## config.mk

```make
export PLATFORM = sky130hd
export DESIGN_NAME = alu_core
export DESIGN_NICKNAME = d
export VERILOG_FILES = /design/src/rtl/alu_pkg.sv /design/src/rtl/alu_decode.sv /design/src/rtl/alu_addsub.sv /design/src/rtl/alu_compare.sv /design/src/rtl/alu_shifter.sv /design/src/rtl/alu_core.sv
export SDC_FILE = /design/constraint.sdc
export NUM_CORES = 1
export LEC_CHECK = 0
export BUFFER_PORTS_ARGS = -buffer_cell sky130_fd_sc_hd__buf_2
export CAP_MARGIN = 20
export CORE_AREA = 2 2 167 169
export DETAILED_ROUTE_END_ITERATION = 10
export DIE_AREA = 0 0 169 171
export GPL_TIMING_DRIVEN = 0
export PLACE_DENSITY_LB_ADDON = 0.25
export REMOVE_ABC_BUFFERS = 1
export SLEW_MARGIN = 0
export SYNTH_ARGS = -nofsm -noshare
export SYNTH_HDL_FRONTEND = slang
export SYNTH_SLANG_ARGS = --single-unit
export TNS_END_PERCENT = 20
```

## constraint.sdc

```tcl
create_clock -name vclk -period 6.68
set_input_delay 0.668 -clock vclk [all_inputs]
set_output_delay 0.668 -clock vclk [all_outputs]
set_load 0.005 [all_outputs]
```

## src/rtl/alu_pkg.sv

```systemverilog
package alu_pkg;

    typedef enum logic [3:0] {
        OP_NONE,
        OP_ADD,
        OP_SUB,
        OP_AND,
        OP_OR,
        OP_NOR,
        OP_SLT,
        OP_SLTU,
        OP_SLL,
        OP_SRL
    } alu_op_e;

    localparam int FUNC_W = 6;

    localparam logic [FUNC_W-1:0] FN_SLL  = 6'd0;
    localparam logic [FUNC_W-1:0] FN_SRL  = 6'd2;
    localparam logic [FUNC_W-1:0] FN_ADD  = 6'd32;
    localparam logic [FUNC_W-1:0] FN_SUB  = 6'd34;
    localparam logic [FUNC_W-1:0] FN_AND  = 6'd36;
    localparam logic [FUNC_W-1:0] FN_OR   = 6'd37;
    localparam logic [FUNC_W-1:0] FN_NOR  = 6'd39;
    localparam logic [FUNC_W-1:0] FN_SLT  = 6'd42;
    localparam logic [FUNC_W-1:0] FN_SLTU = 6'd43;

endpackage

```

## src/rtl/alu_decode.sv

```systemverilog
module alu_decode
    import alu_pkg::*;
(
    input  logic [FUNC_W-1:0] func,
    output alu_op_e           op
);

    always_comb begin
        unique case (func)
            FN_ADD:  op = OP_ADD;
            FN_SUB:  op = OP_SUB;
            FN_AND:  op = OP_AND;
            FN_OR:   op = OP_OR;
            FN_NOR:  op = OP_NOR;
            FN_SLT:  op = OP_SLT;
            FN_SLTU: op = OP_SLTU;
            FN_SLL:  op = OP_SLL;
            FN_SRL:  op = OP_SRL;
            default: op = OP_NONE;
        endcase
    end

endmodule

```

## src/rtl/alu_addsub.sv

```systemverilog
module alu_addsub #(
    parameter int WIDTH = 32
) (
    input  logic [WIDTH-1:0] a,
    input  logic [WIDTH-1:0] b,
    input  logic             sub,
    output logic [WIDTH-1:0] sum
);

    logic [WIDTH-1:0] b_eff;

    always_comb begin
        b_eff = sub ? ~b : b;
        sum   = a + b_eff + {{(WIDTH-1){1'b0}}, sub};
    end

    // Undoing the operation must give back the first operand (wrapping arithmetic).
    always_comb begin
        if (!sub) assert_add_wraps_R1: assert ((sum - b) == a);
        if (sub)  assert_sub_wraps_R2: assert ((sum + b) == a);
    end

endmodule

```

## src/rtl/alu_compare.sv

```systemverilog
module alu_compare #(
    parameter int WIDTH = 32
) (
    input  logic [WIDTH-1:0] a,
    input  logic [WIDTH-1:0] b,
    output logic             lt_s,
    output logic             lt_u
);

    always_comb begin
        lt_u = (a < b);
        lt_s = ($signed(a) < $signed(b));
    end

    always_comb begin
        // Differing sign bits: the negative one is smaller when signed,
        // the one with the top bit set is larger when unsigned.
        if (a[WIDTH-1] != b[WIDTH-1]) begin
            assert_signed_sign_R5:   assert (lt_s == a[WIDTH-1]);
            assert_unsigned_sign_R6: assert (lt_u == b[WIDTH-1]);
        end
        if (a == b) begin
            assert_equal_not_less_R5: assert (!lt_s && !lt_u);
        end
    end

endmodule

```

## src/rtl/alu_shifter.sv

```systemverilog
module alu_shifter #(
    parameter int WIDTH = 32,
    parameter int SHW   = $clog2(WIDTH)
) (
    input  logic [WIDTH-1:0] val,
    input  logic [SHW-1:0]   amt,
    output logic [WIDTH-1:0] shl,
    output logic [WIDTH-1:0] shr
);

    always_comb begin
        shl = val << amt;
        shr = val >> amt;
    end

    always_comb begin
        if (amt == '0) begin
            assert_shift_zero_pass_R7: assert (shl == val && shr == val);
        end else begin
            assert_shl_fill_R7: assert (shl[0] == 1'b0);
            assert_shr_fill_R8: assert (shr[WIDTH-1] == 1'b0);
        end
    end

endmodule

```

## src/rtl/alu_core.sv

```systemverilog
module alu_core
    import alu_pkg::*;
#(
    parameter int WIDTH = 32,
    parameter int SHW   = $clog2(WIDTH)
) (
    input  logic [WIDTH-1:0]  opnd_a,
    input  logic [WIDTH-1:0]  opnd_b,
    input  logic [SHW-1:0]    shamt,
    input  logic [FUNC_W-1:0] func,
    output logic [WIDTH-1:0]  result,
    output logic              zero
);

    alu_op_e          op;
    logic [WIDTH-1:0] arith;
    logic             lt_s;
    logic             lt_u;
    logic [WIDTH-1:0] shl;
    logic [WIDTH-1:0] shr;
    logic             do_sub;

    assign do_sub = (op == OP_SUB);

    alu_decode u_decode (
        .func (func),
        .op   (op)
    );

    alu_addsub #(.WIDTH(WIDTH)) u_addsub (
        .a   (opnd_a),
        .b   (opnd_b),
        .sub (do_sub),
        .sum (arith)
    );

    alu_compare #(.WIDTH(WIDTH)) u_compare (
        .a    (opnd_a),
        .b    (opnd_b),
        .lt_s (lt_s),
        .lt_u (lt_u)
    );

    alu_shifter #(.WIDTH(WIDTH), .SHW(SHW)) u_shifter (
        .val (opnd_b),
        .amt (shamt),
        .shl (shl),
        .shr (shr)
    );

    always_comb begin
        unique case (op)
            OP_ADD,
            OP_SUB:  result = arith;
            OP_AND:  result = opnd_a & opnd_b;
            OP_OR:   result = opnd_a | opnd_b;
            OP_NOR:  result = ~(opnd_a | opnd_b);
            OP_SLT:  result = {{(WIDTH-1){1'b0}}, lt_s};
            OP_SLTU: result = {{(WIDTH-1){1'b0}}, lt_u};
            OP_SLL:  result = shl;
            OP_SRL:  result = shr;
            default: result = '0;
        endcase
        zero = (result == '0);
    end

    always_comb begin
        if (op == OP_NOR) begin
            assert_nor_disjoint_R4: assert ((result & (opnd_a | opnd_b)) == '0);
        end
        if (op == OP_SLT || op == OP_SLTU) begin
            assert_compare_one_bit_R5: assert (result[WIDTH-1:1] == '0);
        end
        if (op == OP_NONE) begin
            assert_undefined_zero_R9: assert (zero);
        end
    end

endmodule

```

Yosys cells after proc, flatten, opt, wreduce, memory -nomap -nowiden
Index checks and enable logic that the tools add are counted.
{"block": "classes", "n_addsub": 2, "order_cmp": 2, "eq_ne": 17, "n_shift": 2, "muxes": 3, "bitwise": 4, "n_reduce_logical": 3}
{"cell": "$pmux W32 S8", "count": 1}
{"cell": "$lt A32 B32 Y1", "count": 2}
{"cell": "$not A32 Y32", "count": 2}
{"cell": "$eq A6 B6 Y1 const B", "count": 7}
{"cell": "$pmux W4 S9", "count": 1}
{"cell": "$add A32 B1 Y32", "count": 1}
{"cell": "$add A32 B32 Y32", "count": 1}
{"cell": "$and A32 B32 Y32", "count": 1}
{"cell": "$logic_not A32 Y1", "count": 1}
{"cell": "$mux W32", "count": 1}
{"cell": "$or A32 B32 Y32", "count": 1}
{"cell": "$shl A32 B5 Y32", "count": 1}
{"cell": "$shr A32 B5 Y32", "count": 1}
{"cell": "$eq A4 B3 Y1 const B", "count": 4}
{"cell": "$eq A4 B2 Y1 const B", "count": 2}
{"cell": "$eq A4 B4 Y1 const B", "count": 2}
{"cell": "$eq A6 B2 Y1 const B", "count": 1}
{"cell": "$logic_not A6 Y1", "count": 1}
{"cell": "$eq A4 B1 Y1 const B", "count": 1}
{"cell": "$reduce_or A2 Y1", "count": 1}
{"block": "word_totals", "reg_bits": 0, "in_bits": 75, "out_inout_bits": 33, "word_cells": 33}

Logic depth before layout (Yosys ltp)
Gate-level depths: netlist (run 1).
{"block": "depth", "word_depth": 8, "ltp_mapped": 16, "ltp_nobuf": 15}

Hierarchy
From an unflattened synthesis (run 1), not the netlist that was laid out.
{"block": "hier_totals", "hier_cells": 1155, "area_unflattened_um2": 8575.7}
{"module": "alu_shifter", "n_inst": 1, "cells_per_inst": 399, "area_per_inst_um2": 3458.3}
{"module": "alu_addsub", "n_inst": 1, "cells_per_inst": 292, "area_per_inst_um2": 2145.8}
{"module": "alu_core", "n_inst": 1, "cells_per_inst": 339, "area_per_inst_um2": 2072.0}
{"module": "alu_compare", "n_inst": 1, "cells_per_inst": 111, "area_per_inst_um2": 800.8}
{"module": "alu_decode", "n_inst": 1, "cells_per_inst": 14, "area_per_inst_um2": 98.8}

Worst setup path before layout (run 1)
OpenSTA, ideal clock, no wires.
{"block": "synth_timing", "path_type": "input -> output", "start": "input func[4]", "end": "output zero", "t_arrival_ps": 4678, "slack_ps": 1334, "cell_stages": 16, "n_path_buf": 1, "path_cell_list": "and4bb_2 nand2_1 buf_1 xnor2_1 inv_1 fa_1 nand3b_1 a2111o_1 a21oi_1 a311o_2 a21boi_1 o2111a_1 or3_1 or4b_1 a211o_1 nor4_2"}
{"block": "synth_via", "elab_chain_cells": 8, "word_cells_on_any_way": 25, "classes_between": "2 x add/sub; 17 x eq/ne; 3 x mux; 3 x reduce/logical"}
{"item": "start: declaration", "line": "alu_core.sv:10", "text": "input logic [FUNC_W-1:0] func,"}
{"item": "$eq A6 B2 Y1, or another cell as far along", "line": "alu_decode.sv:9", "text": "unique case (func)"}
{"item": "$pmux W4 S9 (*)", "line": "alu_decode.sv:9"}
{"item": "$eq A4 B2 Y1", "line": "alu_core.sv:23, alu_core.sv:52"}
{"item": "$mux W32", "line": "alu_addsub.sv:13", "text": "b_eff = sub ? ~b : b;"}
{"item": "$add A32 B32 Y32", "line": "alu_addsub.sv:14", "text": "sum = a + b_eff + {{(WIDTH-1){1'b0}}, sub};"}
{"item": "$add A32 B1 Y32", "line": "alu_addsub.sv:14"}
{"item": "$pmux W32 S8 (*)", "line": "alu_core.sv:52", "text": "unique case (op)"}
{"item": "net result[30]", "line": "alu_core.sv:11", "text": "output logic [WIDTH-1:0] result,"}
{"item": "$logic_not A32 Y1 (*)", "line": "alu_core.sv:64", "text": "zero = (result == '0);"}
{"item": "end: declaration", "line": "alu_core.sv:12", "text": "output logic zero"}
Mark *: on every way through the listed nets, which the timed path passes. The rest lies on a longest branch.

Final worst setup path (run 1)
{"block": "layout_timing", "start": "input func[1]", "end": "output zero"}
{"block": "layout_via", "elab_chain_cells": 8, "word_cells_on_any_way": 25, "classes_between": "2 x add/sub; 17 x eq/ne; 3 x mux; 3 x reduce/logical"}
{"item": "$eq A6 B2 Y1, or another cell as far along", "line": "alu_decode.sv:9"}
{"item": "$pmux W4 S9 (*)", "line": "alu_decode.sv:9"}
{"item": "$eq A4 B2 Y1", "line": "alu_core.sv:23, alu_core.sv:52"}
{"item": "$mux W32", "line": "alu_addsub.sv:13"}
{"item": "$add A32 B32 Y32", "line": "alu_addsub.sv:14"}
{"item": "$add A32 B1 Y32", "line": "alu_addsub.sv:14"}
{"item": "$pmux W32 S8 (*)", "line": "alu_core.sv:52"}
{"item": "$logic_not A32 Y1 (*)", "line": "alu_core.sv:64"}
Mark *: on every way between the ends. The rest lies on a longest branch, timed or not.

==> results of run 1 <==
==> placed cells by master (no fill, tap or decap), types with 10 or more instances in the layout <==
| cell | netlist | layout |
|---|---|---|
| nand2_1 | 99 | 98 |
| mux2i_1 | 72 | 72 |
| o21ai_0 | 44 | 44 |
| nand3_1 | 28 | 28 |
| buf_2 | 26 | 105 |
| o21a_1 | 11 | 11 |
| a22oi_1 | 15 | 15 |
| inv_1 | 86 | 86 |
| a221oi_1 | 14 | 14 |
| mux2_2 | 13 | 13 |
| o211ai_1 | 22 | 22 |
| ha_1 | 132 | 132 |
| nand2b_1 | 15 | 15 |
| a211oi_1 | 19 | 19 |
| xnor2_1 | 69 | 69 |
| nor4_1 | 11 | 10 |
| nor2_1 | 87 | 87 |
| a21oi_1 | 62 | 62 |
| a31oi_1 | 15 | 15 |
| nor3_1 | 29 | 29 |
| mux4_2 | 52 | 52 |
| o22ai_1 | 15 | 15 |
| a21o_1 | 18 | 18 |
==> tightest hold or removal path, stage by stage <==
cell      delay, ns
buf_2          0.13
ha_1           0.16
a222oi_1       0.10
o211ai_1       0.13
buf_2          0.13
==> metrics by stage <==
step           instance area (um^2)  TNS (ns)  std cells   util  power [W]
2_1_floorplan                  8810         0       1111      -   0.000446
3_3_place_gp                   9780     -2.86       1565  0.358   0.000738
3_5_place_dp                  10000         0       1575  0.367   0.000746
4_1_cts                       10000         0       1575  0.367   0.000750
5_1_grt                       10000         0       1576  0.368   0.000824
6_report                      10000         0       1576  0.368   0.000766
==> layer usage <==
layer | share of wire | wire length (um) | up-vias | GRT usage
met3 | 0.084 | 3490 | 81 | 0.0412
met4 | 0.038 | 1550 | 0 | 0.0914
li1 | - | - | 4573 | -
met2 | 0.45 | 18700 | 525 | 0.448
met1 | 0.43 | 17600 | 4861 | 0.377
met5 | 0 | 0 | - | 0
==> report_power, final <==
| group | leakage (nW) | internal [W] | switching (W) |
|---|---|---|---|
| Sequential | 0 | 0 | 0 |
| Combinational | 4.53 | 0.000294 | 0.000472 |
| Clock | 0 | 0 | 0 |
==> cell families after synthesis <==
group	share of synthesized area
AO/OA/AOI/OAI	0.247
AND/OR/NAND/NOR	0.177
adder cells (fa/ha/maj)	0.179
XOR/XNOR	0.0733
buffers and inverters	0.0901
multiplexers	0.234
==> worst paths after layout <==
check | slack [ns] | startpoint | to
worst min-delay path | 1.99 | opnd_a[19] | result[19]
worst max-delay path | 0.25 | func[1] | zero
==> final cells by class <==
cell class	instances	area, um^2
fill	2957	17300
inverter	88	330
multi-input combinational	1023	8490
tap	346	433
timing repair buffer	119	798
==> summary.txt, run 1 <==
STA
  – Slew Limit Fails: 0
  – RSZ-0062 raised after global routing: no
  – Fin Hold WS: 1.99 ns
  – Hold Violations, Final: 0
  – Final worst setup slack: 0.245 ns
  – Crit share post-route: 0.963
  – Fin crit period: 6.43 ns
  – Worst-margin pin slew: 1.01 ns
  – Fmax achieved: 155 MHz
  – Slew HR: 0.310
  – # setup viols final: 0

Synthesis
  – Syn avg cell area: 7.65 um^2
  – Unique masters post-synth: 81
  – Gate Count Post-Synth: 1218
  – Largest area contributor in the netlist: ha_1
  – Top cells by area, synth: ha_1 (18%), mux4_2 (13%), mux2i_1 (7.7%)
  – Post-synth top cells: ha_1 (132), nand2_1 (99), nor2_1 (87)
  – Yosys warnings: 0
  – Post-synth top area share: 0.177
  – Mapped Area: 9320 um^2
  – Sequential area share after synthesis: 0
  – Cell with the most instances after synthesis: ha_1

Critical path
  – Crit path kind: in -> out
  – Stages on the worst setup path: 18
  – Critical Path RT: 6.01 ns
  – Buf+Inv Stages, Crit Path: 4
  – Worst Setup Start Kind: input pin
  – Critical path fanouts, max: 31
  – Crit path DAT: 5.77 ns
  – Max incr delay on CP: 0.50 ns
  – CP top delay family: simple AND/OR/NAND/NOR gates
  – Slowest-stage cell, CP: nor4_2
  – Worst-path cell chain: buf_2 -> buf_12 -> and4bb_2 -> nand2_2 -> xnor2_1 -> inv_1 -> fa_1 -> nand3b_1 -> nand2_1 -> xor2_1 -> a221oi_1 -> o211ai_1 -> or3_1 -> or4_1 -> nor4_2 -> nand4_1 -> nor4_2 -> buf_2
  – Worst Setup End Kind: primary output

Clock network
  – Post-CTS resize count: 0
  – Hold_buf cts: 0
  – Total setup buffers inserted after CTS: 0

Global route
  – Total gr overflow: 0
  – GRT Overall Usage: 0.277
  – First-pass GRT wire length: 61000 um
  – Vias in the first global route: 9479
  – Pin count of the biggest net entering global routing: 81
  – Initial antenna violation count: 0

Finish
  – Register area: 0 um^2
  – Final nets: 1440
  – FFs & Latches: 0
  – Area growth, synth to finish: 7.84%
  – Layout cells sized above 1: 0.168
  – Number of clock buffers in the layout: 0
  – Ant. Diodes: 0

Floorplanning
  – Io pins: 108
  – Core area: 27300 um^2
  – Die height: 171 um
  – Initial Utilization: 0.341
  – DIE AREA: 28900 um^2
  – Row cnt: 61
  – Chip Width: 169 um

Worst hold path
  – HP Class: in -> out
  – Hold path depth: 5

Routing
  – Initial DRT Pass Iterations: 6
  – Vias: 10000
  – WL per Instance: 26.3 um
  – Iter 0 DRT Violations: 1013
  – DRC: 0
  – Vias/cell: 6.37
  – Post-DRT Antenna Nets: 0
  – Final WL: 41400 um

Power and ir drop
  – Power Density: 76.2 nW/um^2
  – Leakage: 4.53 nW
  – Maximum VDD drop: 0.0401 mV

Placement
  – GPL Wtd Cong: 1.04
  – Detailed-placement wirelength estimate: 33000 um
  – Number of port buffers: 108
  – Pre-CTS WS: 0.137 ns

Run status
  – Status: complete, no violations

Job
  – Max-cap check violation count: 0
Note: power is estimated with default switching activity, not from simulation.
==> run 2: changes to the inputs <==
--- a/config.mk
+++ b/config.mk
@@ -7,9 +7,9 @@
 export LEC_CHECK = 0
 export BUFFER_PORTS_ARGS = -buffer_cell sky130_fd_sc_hd__buf_2
 export CAP_MARGIN = 20
-export CORE_AREA = 2 2 167 169
+export CORE_AREA = 2 2 156 158
 export DETAILED_ROUTE_END_ITERATION = 10
-export DIE_AREA = 0 0 169 171
+export DIE_AREA = 0 0 158 160
 export GPL_TIMING_DRIVEN = 0
 export PLACE_DENSITY_LB_ADDON = 0.25
 export REMOVE_ABC_BUFFERS = 1
==> summary.txt, run 2 (synthesis results as in run 1) <==
Clock network
  – Total setup buffers inserted after CTS: 0
  – Hold_buf cts: 0

STA
  – Worst-margin pin slew: 1.12 ns
  – Crit share post-route: 0.970
  – Fin crit period: 6.48 ns
  – # setup viols final: 0
  – TNS Setup: 0 ns
  – RSZ-0062 raised after global routing: no
  – Slew Limit Fails: 0
  – Slew HR: 0.250
  – Final worst setup slack: 0.198 ns
  – Hold Violations, Final: 0
  – Fmax achieved: 154 MHz

Routing
  – WL per Instance: 26.4 um
  – Highest metal used: met4
  – Vias: 10000
  – Vias/cell: 6.46
  – Iter 0 DRT Violations: 1119
  – DR WL met2: 18300 um
  – DRC: 0
  – WL met1: 17200 um
  – Initial DRT Pass Iterations: 5
  – Final WL: 41000 um
  – Met3 wire len: 3500 um
  – Post-DRT Antenna Nets: 0

Power and ir drop
  – Leakage: 4.52 nW
  – Power Density: 76.6 nW/um^2
  – Maximum VDD drop: 0.0534 mV

Placement
  – Detailed-placement wirelength estimate: 32200 um
  – Pre-CTS WS: -0.132 ns
  – Number of port buffers: 108
  – GPL Wtd Cong: 1.03

Floorplanning
  – Row cnt: 57
  – Initial Utilization: 0.391
  – Die height: 160 um
  – Io pins: 108
  – DIE AREA: 25300 um^2
  – Chip Width: 158 um
  – Core area: 23800 um^2

Finish
  – FFs & Latches: 0
  – Most frequent cells in the layout: ha_1 (132), buf_2 (105), nand2_1 (98), nor2_1 (87), inv_1 (86)
  – Final nets: 1439
  – Area growth, synth to finish: 7.36%
  – Layout fillers: 2567
  – Commonest non-fill, non-tap cell in the layout: ha_1
  – Ant. Diodes: 0
  – Layout cells sized above 1: 0.169
  – Number of clock buffers in the layout: 0
  – Register area: 0 um^2
  – Area of the multi-input gates: 8490 um^2

Global route
  – Initial antenna violation count: 0
  – First-pass GRT wire length: 60500 um
  – Pin count of the biggest net entering global routing: 65
  – GRT Overall Usage: 0.315
  – Total gr overflow: 0
  – Vias in the first global route: 9303

Worst hold path
  – Hold path depth: 6
  – HP Class: in -> out
  – Hold EP: result[1]
  – Hold path start: opnd_a[1]

Critical path
  – Crit path kind: in -> out
  – Worst Setup End Kind: primary output
  – Crit path DAT: 5.81 ns
  – Critical Path RT: 6.01 ns
  – Worst Setup Start Kind: input pin
  – Critical path fanouts, max: 24

Run status
  – Status: complete, no violations

Job
  – Max-cap check violation count: 0
[run 2: changes by cell type in the layout (fill, tap and decap cells not counted), sizes merged]
cell,before,now
clkbuf,0,1
buf,118,117
clkdlybuf4s18,1,0
[run 2: final cells by class]
type                            count  share of cell area
Inverter                           88              0.0330
Tap cell                          324              0.0405
Timing Repair Buffer              118              0.0773
Multi-Input combinational cell   1023               0.849
[run 2: per-stage QoR]
| stage | util | hold slack, ns | total power (W) | std cells | instance area, um^2 |
|---|---|---|---|---|---|
| global route | 0.420 | 2.04 | 0.000822 | 1553 | 10000 |
| floorplan | - | 1.47 | 0.000446 | 1111 | 8810 |
| detailed placement | 0.419 | 1.98 | 0.000741 | 1552 | 9970 |
| finish | 0.420 | 1.99 | 0.000766 | 1553 | 10000 |
| CTS | 0.419 | 1.98 | 0.000747 | 1552 | 9980 |
| global placement | 0.409 | 1.97 | 0.000735 | 1543 | 9750 |
[run 2: metal layers]
metal	global-route usage	vias to the layer above
li1	-	4573
met4	0.113	0
met1	0.430	4819
met5	0	-
met3	0.0499	102
met2	0.499	546
[run 2: worst max-delay path, cell delays in order]
cell       delay (ns)
clkbuf_4         0.33
buf_12           0.25
and4bb_2         0.37
nand2_2          0.15
xnor2_1          0.24
inv_1            0.08
fa_1             0.41
nand3b_1         0.21
a2111o_1         0.42
a21oi_1          0.27
or2_2            0.20
a2111oi_0        0.10
a311o_1          0.39
or3_1            0.39
nor4_2           0.50
nand4_1          0.27
nor4_2           0.35
buf_2            0.17
[run 2: where the power goes]
| group | leakage (nW) | switching [W] | internal [W] |
|---|---|---|---|
| Sequential | 0 | 0 | 0 |
| Clock | 0 | 0 | 0 |
| Combinational | 4.52 | 0.000472 | 0.000293 |
[run 2: worst max-delay path by stage]
stage / cells after the start / startpoint / endpoint
floorplan: 15 / func[4] / zero
global placement: 17 / func[1] / zero
detailed placement: 18 / func[1] / zero
CTS: 18 / func[1] / zero
global route: 18 / func[1] / zero
finish: 18 / func[1] / zero
[run 2: repair_timing]
action | CTS | global route
setup endpoints to repair | 1 | 1
pin swaps | 0 | 0
gates resized for setup | 1 | 1
==> run 3: changes to the inputs <==
==> constraint.sdc (replaced) <==
create_clock -name vclk -period 7.4
set_input_delay 0.74 -clock vclk [all_inputs]
set_output_delay 0.74 -clock vclk [all_outputs]
set_load 0.005 [all_outputs]
==> summary.txt, run 3 (synthesis results as in run 1) <==
Run status
  – Status: complete, no violations

Routing
  – Met3 wire len: 3700 um
  – DRC: 0
  – WL per Instance: 26.4 um
  – Vias: 10100
  – Final WL: 41000 um
  – Vias/cell: 6.50
  – Post-DRT Antenna Nets: 0
  – Iter 0 DRT Violations: 1023
  – DR WL met2: 18400 um
  – Initial DRT Pass Iterations: 5
  – WL met1: 17000 um
  – Highest metal used: met4

Floorplanning
  – Die height: 160 um
  – Row cnt: 57
  – DIE AREA: 25300 um^2
  – Chip Width: 158 um
  – Initial Utilization: 0.391
  – Core area: 23800 um^2
  – Io pins: 108

Power and ir drop
  – Internal power: 0.000264 W
  – Clock share of power: 0
  – Maximum VDD drop: 0.0486 mV
  – Power Density: 69.1 nW/um^2
  – P_sw: 0.000426 W
  – Gate power share: 1.000
  – Sw Ratio: 0.618
  – Leakage: 4.52 nW
  – Seq pwr share: 0

Finish
  – Number of clock buffers in the layout: 0
  – FFs & Latches: 0
  – Layout cells sized above 1: 0.168
  – Area growth, synth to finish: 7.27%
  – Most frequent cells in the layout: ha_1 (132), buf_2 (106), nand2_1 (98), nor2_1 (87), inv_1 (86)
  – Layout fillers: 2566
  – Ant. Diodes: 0
  – Final nets: 1439
  – Utilization after layout: 0.420
  – Register area: 0 um^2
  – Commonest non-fill, non-tap cell in the layout: ha_1
  – Area of the multi-input gates: 8490 um^2

Global route
  – GRT Overall Usage: 0.314
  – Total gr overflow: 0
  – Initial antenna violation count: 0
  – Vias in the first global route: 9316
  – Pin count of the biggest net entering global routing: 65
  – First-pass GRT wire length: 60500 um

STA
  – Hold Violations, Final: 0
  – Slew HR: 0.265
  – RSZ-0062 raised after global routing: no
  – Fmax achieved: 141 MHz
  – Worst-margin pin slew: 1.10 ns
  – # setup viols final: 0
  – Fin crit period: 7.07 ns
  – Crit share post-route: 0.955
  – Slew Limit Fails: 0
  – Final worst setup slack: 0.330 ns

Critical path
  – Crit path kind: in -> out
  – Worst Setup Start Kind: input pin
  – Crit path DAT: 6.33 ns
  – Worst Setup End Kind: primary output
  – Worst Setup SP: func[1]
  – Critical Path RT: 6.66 ns
  – Critical path fanouts, max: 24

Placement
  – Pre-CTS WS: 0.444 ns
  – GPL Wtd Cong: 1.03
  – Number of port buffers: 108
  – Detailed-placement wirelength estimate: 32200 um

Clock network
  – Hold_buf cts: 0
  – Post-CTS resize count: 0
  – Total setup buffers inserted after CTS: 0

Worst hold path
  – Hold path start: opnd_a[19]
  – HP Class: in -> out

Job
  – Max-cap check violation count: 0
run 3: cell types whose count changed in the layout (fill, tap and decap cells not counted), sizes merged:
cell    delta
clkbuf     -1
buf        +1
run 3: worst max-delay path: stages:
cell and delay (ns):
buf_2 0.45, buf_12 0.29, and4bb_2 0.37, nand2_2 0.14
xnor2_1 0.24, inv_1 0.08, fa_1 0.41, nand3b_1 0.21
a2111o_1 0.42, a21oi_1 0.28, or2_2 0.20, a2111oi_0 0.10
a311o_1 0.40, or3_1 0.38, nor4_1 0.73, nand4_1 0.31
nor4_2 0.37, buf_2 0.17
run 3: power groups by stage:
stage          clock network, W  registers, W  logic, W
5_1_grt                       0             0  0.000740
6_report                      0             0  0.000691
2_1_floorplan                 0             0  0.000403
3_5_place_dp                  0             0  0.000669
4_1_cts                       0             0  0.000673
3_3_place_gp                  0             0  0.000664
run 3: worst paths after layout:
check,to,slack (ns),cells past startpoint
worst min-delay path,result[19],2.14,5
worst max-delay path,zero,0.33,18
run 3: per-layer routing:
metal | track usage | vias up
met3 | 0.0532 | 98
met1 | 0.427 | 4888
met5 | 0 | -
li1 | - | 4578
met4 | 0.113 | 0
met2 | 0.499 | 533
run 3: area by class of cell:
cell class / instances / share of cell area
inverter: 88 / 0.0331
multi-input combinational: 1023 / 0.849
tap: 324 / 0.0406
timing repair buffer: 118 / 0.0771
run 3: through the flow:
stage                     instance area [um^2]  hold slack [ns]  TNS [ns]  std cells  power, W
after floorplan                           8810             1.62         0       1111  0.000403
after global placement                    9750             2.12     -1.26       1543  0.000664
after detailed placement                  9970             2.13         0       1552  0.000669
after CTS                                 9970             2.13         0       1552  0.000673
after global routing                      9990             2.19         0       1553  0.000740
final                                     9990             2.14         0       1553  0.000691
